`config.mk`:
```
export PLATFORM = sky130hd
export DESIGN_NAME = tone_timer
export DESIGN_NICKNAME = d
export VERILOG_FILES = /design/src/rtl/tone_timer_pkg.sv /design/src/rtl/tt_prescale.sv /design/src/rtl/tt_ctrl.sv /design/src/rtl/tt_core.sv /design/src/rtl/tone_timer.sv
export SDC_FILE = /design/constraint.sdc
export NUM_CORES = 1
export LEC_CHECK = 0
export CELL_PAD_IN_SITES_DETAIL_PLACEMENT = 0
export CELL_PAD_IN_SITES_GLOBAL_PLACEMENT = 1
export CORE_MARGIN = 2
export CORE_UTILIZATION = 34
export CTS_CLUSTER_DIAMETER = 80
export DETAILED_ROUTE_END_ITERATION = 12
export PLACE_DENSITY = 0.83
export SLEW_MARGIN = 20
export SYNTH_ARGS = -nofsm -noshare
export SYNTH_HDL_FRONTEND = slang
export SYNTH_SLANG_ARGS = --single-unit
```
`constraint.sdc`:
```
create_clock -name clk -period 2.3 [get_ports clk]
set_input_delay 0.46 -clock clk [delete_from_list [all_inputs] [get_ports clk]]
set_output_delay 0.46 -clock clk [all_outputs]
set_load 0.02 [all_outputs]
```
`src/rtl/tone_timer_pkg.sv`:
```
// Package: shared widths and the mode-register layout for the tone timer.
// Assumes: the counter is built from whole nibbles.
package tone_timer_pkg;
    localparam int MODE_W      = 4;
    localparam int MB_DIV      = 0;   // prescale select
    localparam int MB_RSV      = 1;   // reserved, reads 0
    localparam int MB_SRC      = 2;   // pin source select
    localparam int MB_RUN      = 3;   // run/stop

    typedef struct packed {
        logic run;
        logic src_tmr;
        logic div_sel;
    } mode_t;
endpackage

```
`src/rtl/tt_prescale.sv`:
```
// Module: free-running prescaler producing a one-cycle count enable.
// Assumes: div_sel comes from a register; when clear, the enable is constant 1.
module tt_prescale #(
    parameter int PRE_W = 6
) (
    input  logic clk,
    input  logic rst_n,
    input  logic div_sel,
    output logic tick
);
    logic [PRE_W-1:0] pre_q;

    // Advance the prescaler on every clock.
    always_ff @(posedge clk) begin
        if (!rst_n) pre_q <= '0;
        else        pre_q <= pre_q + 1'b1;
    end

    // Pick the full-rate enable or the terminal-count pulse.
    always_comb begin
        tick = div_sel ? (&pre_q) : 1'b1;
    end
endmodule

```
`src/rtl/tt_ctrl.sv`:
```
// Module: reload buffer lanes and mode register, with start/halt decode.
// Assumes: a reload write overrides a start in the same cycle.
module tt_ctrl
    import tone_timer_pkg::*;
#(
    parameter int NIB_W = 4,
    parameter int LANES = 2,
    localparam int CNT_W = NIB_W * LANES
) (
    input  logic              clk,
    input  logic              rst_n,
    input  logic [LANES-1:0]  lane_wr,
    input  logic [NIB_W-1:0]  wr_data,
    input  logic              mode_wr,
    input  logic [MODE_W-1:0] mode_data,
    output logic [CNT_W-1:0]  reload_q,
    output mode_t             mode_q,
    output logic              start,
    output logic              halt
);
    logic [NIB_W-1:0] lane_q [LANES];
    logic             any_wr;

    // Reduce the lane strobes to a single "buffer written" flag.
    always_comb begin
        any_wr = |lane_wr;
    end

    for (genvar g = 0; g < LANES; g++) begin : g_lane
        // Capture one nibble of the reload value.
        always_ff @(posedge clk) begin
            if (!rst_n)          lane_q[g] <= '0;
            else if (lane_wr[g]) lane_q[g] <= wr_data;
        end
        assign reload_q[g*NIB_W +: NIB_W] = lane_q[g];
    end

    // Mode register; a buffer write forces run low.
    always_ff @(posedge clk) begin
        if (!rst_n) begin
            mode_q <= '0;
        end else begin
            if (mode_wr) begin
                mode_q.div_sel <= mode_data[MB_DIV];
                mode_q.src_tmr <= mode_data[MB_SRC];
                mode_q.run     <= mode_data[MB_RUN];
            end
            if (any_wr) mode_q.run <= 1'b0;
        end
    end

    // Decode restart and immediate-stop events for the counter core.
    always_comb begin
        start = mode_wr & mode_data[MB_RUN] & ~any_wr;
        halt  = any_wr | (mode_wr & ~mode_data[MB_RUN]);
    end
endmodule

```
`src/rtl/tt_core.sv`:
```
// Module: down counter with auto-reload, event flag and tone toggle.
// Assumes: tick is a single-cycle enable; start and halt are already decoded.
module tt_core #(
    parameter int CNT_W = 8
) (
    input  logic             clk,
    input  logic             rst_n,
    input  logic             tick,
    input  logic             run,
    input  logic             start,
    input  logic             halt,
    input  logic [CNT_W-1:0] reload,
    input  logic             clr_hit,
    output logic [CNT_W-1:0] cnt_q,
    output logic             flag_q,
    output logic             tone_q,
    output logic             uflow
);
    logic step;

    // Decide whether this cycle counts and whether it wraps.
    always_comb begin
        step  = run & tick & ~halt & ~start;
        uflow = step & (cnt_q == '0);
    end

    // Load on start, reload on wrap, otherwise decrement.
    always_ff @(posedge clk) begin
        if (!rst_n)     cnt_q <= '0;
        else if (start) cnt_q <= reload;
        else if (step)  cnt_q <= uflow ? reload : cnt_q - 1'b1;
    end

    // Event flag: setting takes precedence over every clear source.
    always_ff @(posedge clk) begin
        if (!rst_n)                 flag_q <= 1'b0;
        else if (uflow)             flag_q <= 1'b1;
        else if (start || clr_hit)  flag_q <= 1'b0;
    end

    // Divide-by-two tone flip-flop.
    always_ff @(posedge clk) begin
        if (!rst_n)     tone_q <= 1'b0;
        else if (uflow) tone_q <= ~tone_q;
    end
endmodule

```
`src/rtl/tone_timer.sv`:
```
// Module: top of the reloadable tone timer.
// Assumes: one clock domain; all write and clear inputs are single-cycle pulses.
module tone_timer
    import tone_timer_pkg::*;
#(
    parameter int NIB_W    = 4,
    parameter int LANES    = 2,
    parameter int PRE_W    = 6,
    parameter int CLR_W    = 8,
    parameter int CLR_BIT  = 7,
    localparam int CNT_W   = NIB_W * LANES
) (
    input  logic              clk,
    input  logic              rst_n,
    input  logic              rl_lo_wr,
    input  logic              rl_hi_wr,
    input  logic [NIB_W-1:0]  rl_data,
    input  logic              mode_wr,
    input  logic [MODE_W-1:0] mode_data,
    input  logic              evt_clr,
    input  logic [CLR_W-1:0]  evt_clr_mask,
    input  logic              irq_ack,
    input  logic              irq_en,
    input  logic              hold_en,
    input  logic              mod_in,
    output logic [CNT_W-1:0]  count_q,
    output logic [MODE_W-1:0] mode_q,
    output logic              evt_flag,
    output logic              irq_req,
    output logic              hold_req,
    output logic              tone_pin
);
    mode_t            mode_r;
    logic [CNT_W-1:0] reload_q;
    logic             start, halt, tick, clr_hit, tone_q, uflow;
    logic [LANES-1:0] lane_wr;

    // Map the two nibble strobes onto the lane vector.
    always_comb begin
        lane_wr    = '0;
        lane_wr[0] = rl_lo_wr;
        lane_wr[LANES-1] = lane_wr[LANES-1] | rl_hi_wr;
        clr_hit    = irq_ack | (evt_clr & evt_clr_mask[CLR_BIT]);
    end

    tt_ctrl #(.NIB_W(NIB_W), .LANES(LANES)) u_ctrl (
        .clk(clk), .rst_n(rst_n), .lane_wr(lane_wr), .wr_data(rl_data),
        .mode_wr(mode_wr), .mode_data(mode_data), .reload_q(reload_q),
        .mode_q(mode_r), .start(start), .halt(halt)
    );

    tt_prescale #(.PRE_W(PRE_W)) u_pre (
        .clk(clk), .rst_n(rst_n), .div_sel(mode_r.div_sel), .tick(tick)
    );

    tt_core #(.CNT_W(CNT_W)) u_core (
        .clk(clk), .rst_n(rst_n), .tick(tick), .run(mode_r.run),
        .start(start), .halt(halt), .reload(reload_q), .clr_hit(clr_hit),
        .cnt_q(count_q), .flag_q(evt_flag), .tone_q(tone_q), .uflow(uflow)
    );

    // Assemble read-back, request gating and the pin mux.
    always_comb begin
        mode_q         = '0;
        mode_q[MB_DIV] = mode_r.div_sel;
        mode_q[MB_SRC] = mode_r.src_tmr;
        mode_q[MB_RUN] = mode_r.run;
        mode_q[MB_RSV] = 1'b0;
        irq_req        = evt_flag & irq_en;
        hold_req       = evt_flag & hold_en;
        tone_pin       = mode_r.src_tmr ? tone_q : mod_in;
    end
endmodule

```
==> insert_results.sql, run 1 <==
INSERT INTO impl_metrics (metric_group, metric, value, unit) VALUES
('status', 'outcome', 'finished clean', ''),
('worst_setup_path', 'worstPathMaxFanout', '12', ''),
('worst_hold_path', 'worst_hold_path_type', 'reg2reg', ''),
('timing', 'timing.final.crit_period', '2150', 'ps'),
('clock_tree', 'clock_tree.htree_level_count', '1', ''),
('timing', 'transition_at_the_pin_with_the_smallest_max_transition_slack', '616', 'ps'),
('timing', 'finClkSkew', '1.72', 'ps'),
('finish', 'layout-drive-gt1-share', '0.136', ''),
('yosys', 'yosys.area.top_type_share', '0.276', ''),
('worst_setup_path', 'criticalPathCategory', 'reg2reg', ''),
('worst_setup_path', 'rrSetupSlack', '150', 'ps'),
('finish', 'antennaDiodeCount', '0', ''),
('grt', 'gr-usage-all-layers', '0.155', ''),
('yosys', 'synth_top_cell_by_area', 'dfxtp_1', ''),
('worst_setup_path', 'cp_data_arrival_time', '2350', 'ps'),
('timing', 'timing.final.max_slew_violations', '0', ''),
('timing', 'timing_hold_violations_final', '0', ''),
('timing', 'max_freq', '466', 'MHz'),
('clock_tree', 'numCtsBuffers', '3', ''),
('drt', 'vias_per_cell', '5.30', ''),
('timing', 'setup_viol', '0', ''),
('yosys', 'seq_area_frac_synth', '0.450', ''),
('power_and_ir_drop', 'pwr_density_cell', '517', 'nW/um^2'),
('die', 'chipWidth', '67.7', 'microns'),
('yosys', 'ys_dominant_reg_cell', 'dfxtp_1', ''),
('power_and_ir_drop', 'power.share.sequential', '0.547', ''),
('timing', 'grt_setup_unrepaired', 'no', ''),
('die', 'die_area', '4580', 'sq um'),
('grt', 'grt_pass1_vias', '1196', ''),
('yosys', 'synth_cell_types', '49', ''),
('worst_setup_path', 'critPathSlowestCell', 'dfxtp_1', ''),
('worst_setup_path', 'crit_path_end', 'u_core.cnt_q[0]', ''),
('yosys', 'synth.avg_cell_area', '9.45', 'sq um'),
('yosys', 'postSynth.asyncResetShare', '0', ''),
('timing', 'min_period_over_period', '0.933', ''),
('yosys', 'yosys_warnings', '0', ''),
('finish', 'final.fill_count', '379', ''),
('die', 'placeableCoreArea', '3940', 'sq um'),
('drt', 'drt_wl_total', '3300', 'microns'),
('die', 'floorplan.initialDensity', '0.350', ''),
('grt', 'grt_first_pass_wirelength', '5370', 'microns'),
('grt', 'grt_start_max_net_pins', '18', ''),
('power_and_ir_drop', 'power_report.internal_total', '733', 'uW'),
('worst_setup_path', 'worst-path-stages', '8', ''),
('yosys', 'synth_seq_cells', '27', ''),
('yosys', 'syn-num-nets', '174', ''),
('run', 'timing.max_cap.violations', '0', ''),
('die', 'top_level_pins', '42', ''),
('clock_tree', 'postCtsResizedCells', '0', ''),
('finish', 'layout-area-overhead-vs-synth', '36.5', '%'),
('power_and_ir_drop', 'swShare', '0.247', ''),
('clock_tree', 'clock_insertion_delay_worst_skew', '270', 'ps'),
('worst_setup_path', 'end_kind', 'flop', ''),
('worst_setup_path', 'reg2regPathDepth', '8', ''),
('placement', 'port_buffers', '32', ''),
('yosys', 'post_synth_main_area_contributors', 'dfxtp_1 28%, edfxtp_1 17%, and3_1 4.1%', ''),
('worst_setup_path', 'crit_path_start', 'u_core.cnt_q[0]', ''),
('finish', 'final_cell_count_no_fill', '241', ''),
('drt', 'drt_iter0_drc', '47', ''),
('worst_setup_path', 'top_cell_family_by_delay_on_the_critical_path', 'simple AND/OR/NAND/NOR gates', ''),
('drt', 'final_antenna_net_count', '0', ''),
('clock_tree', 'clock_tree_from_tritoncts', 'yes', ''),
('worst_setup_path', 'rr_startpoint', 'u_core.cnt_q[0]', ''),
('clock_tree', 'clock_tree.buffer_depth', '2', ''),
('power_and_ir_drop', 'power_switching', '240', 'uW'),
('timing', 'maxSlewHeadroom', '0.586', ''),
('worst_setup_path', 'worst_setup_path_start_kind', 'flop', ''),
('clock_tree', 'cts_root_buffer', 'clkbuf_8', ''),
('die', 'dieHeight', '67.7', 'microns'),
('timing', 'fin_hold_ws', '461', 'ps'),
('power_and_ir_drop', 'power.share.combinational', '0.180', '');
==> how the worst min path moves through the flow <==
stage	from	endpoint	slack [ps]	cells past startpoint
finish	u_pre.pre_q[0]	u_pre.pre_q[0]	460	1
global placement	u_pre.pre_q[0]	u_pre.pre_q[0]	430	1
global route	u_pre.pre_q[0]	u_pre.pre_q[0]	480	1
CTS	u_pre.pre_q[0]	u_pre.pre_q[0]	460	1
detailed placement	u_pre.pre_q[0]	u_pre.pre_q[0]	440	1
floorplan	u_pre.pre_q[0]	u_pre.pre_q[0]	420	1
==> routing by layer <==
metal | global-route usage | vias up | wire length (microns)
li1 | - | 625 | -
met1 | 0.190 | 614 | 1430
met2 | 0.267 | 34 | 1650
met3 | 0.0350 | 4 | 173
met4 | 0.0459 | 0 | 36
met5 | 0 | - | 0
==> state kept, by name, indices dropped and copies added, names as in the netlist <==
| signal | count |
|---|---|
| u_core.cnt_q | 8 |
| u_ctrl.lane_q | 8 |
| u_pre.pre_q | 6 |
| u_ctrl.mode_q | 3 |
| u_core.flag_q | 1 |
| u_core.tone_q | 1 |
==> placed cells by master, fill, tap and decap left out, types with 3 or more instances in the layout <==
cell             instances
nand2b_1                 3
dfxtp_1                 19
edfxtp_1                 8
nand2_1                  9
o21ai_0                  3
inv_1                    4
clkbuf_8                 3
a2111oi_2                3
nor3_1                   6
clkdlybuf4s50_1         32
nand3_1                  3
or3_1                    8
nand4_1                  4
and2_1                   4
and3_1                   9
buf_4                   17
nor2_1                  13
o22ai_1                  3
a21oi_1                  7
==> synth_stat cells, drive strengths merged (2+ instances only) <==
master,instances
nand3,3
dfxtp,19
and3,9
edfxtp,8
buf,6
nand2,9
a21oi,7
clkbuf,2
mux2i,2
a2111oi,4
o21ai,4
or3,8
inv,4
ha,2
o22ai,3
nand2b,3
and2,5
nand4,4
xor2,2
nor3,6
nor2,13
==> power groups by stage <==
stage | clock [mW] | sequential, mW | combinational, mW
2_1_floorplan | 0 | 0.546 | 0.0854
3_3_place_gp | 0 | 0.542 | 0.169
3_5_place_dp | 0 | 0.543 | 0.175
4_1_cts | 0.276 | 0.532 | 0.175
5_1_grt | 0.291 | 0.536 | 0.190
6_report | 0.266 | 0.533 | 0.175
==> kinds of logic (layout without fill, tap and decap cells) <==
family | count (synthesis) | in the layout | synth area share
flip-flops | 27 | 27 | 0.450
XOR/XNOR | 3 | 3 | 0.0190
buffers and inverters | 12 | 57 | 0.0480
adder cells (fa/ha/maj) | 2 | 2 | 0.0181
AND/OR/NAND/NOR | 71 | 71 | 0.295
other | 1 | 1 | 0.00272
multiplexers | 3 | 3 | 0.0227
AO/OA/AOI/OAI | 27 | 27 | 0.145
==> cell type report <==
class	instances	area, sq um	area share
clock buffers	4	45.0	0.0239
inverters	4	15.0	0.00797
multi-input cells	107	693	0.368
flip-flops and latches	27	621	0.329
well taps	50	62.6	0.0332
repair buffers	49	448	0.238
==> worst register-to-register path: cells and delay by family, from the launching register on <==
family / cells / cell delay, ps
and+or+nand+nor: 3 / 700
AOI/OAI and AO/OA: 2 / 440
DFF: 1 / 400
adders and majority gates: 1 / 290
buffers and inverters: 2 / 250
==> through the flow <==
step	setup WS, ps	total power, mW
floorplan	292	0.632
global placement	-22.1	0.711
detailed placement	-111	0.718
CTS	146	0.983
global route	45.4	1.02
finish	153	0.973
(Power assumes the default switching activity.)
==> run 2: changes to the inputs <==
--- a/config.mk
+++ b/config.mk
@@ -5,6 +5,7 @@
 export SDC_FILE = /design/constraint.sdc
 export NUM_CORES = 1
 export LEC_CHECK = 0
+export CAP_MARGIN = 20
 export CELL_PAD_IN_SITES_DETAIL_PLACEMENT = 0
 export CELL_PAD_IN_SITES_GLOBAL_PLACEMENT = 1
 export CORE_MARGIN = 2
==> results of run 2 <==
Final layout, timing and power as in run 1 (identical DEF).
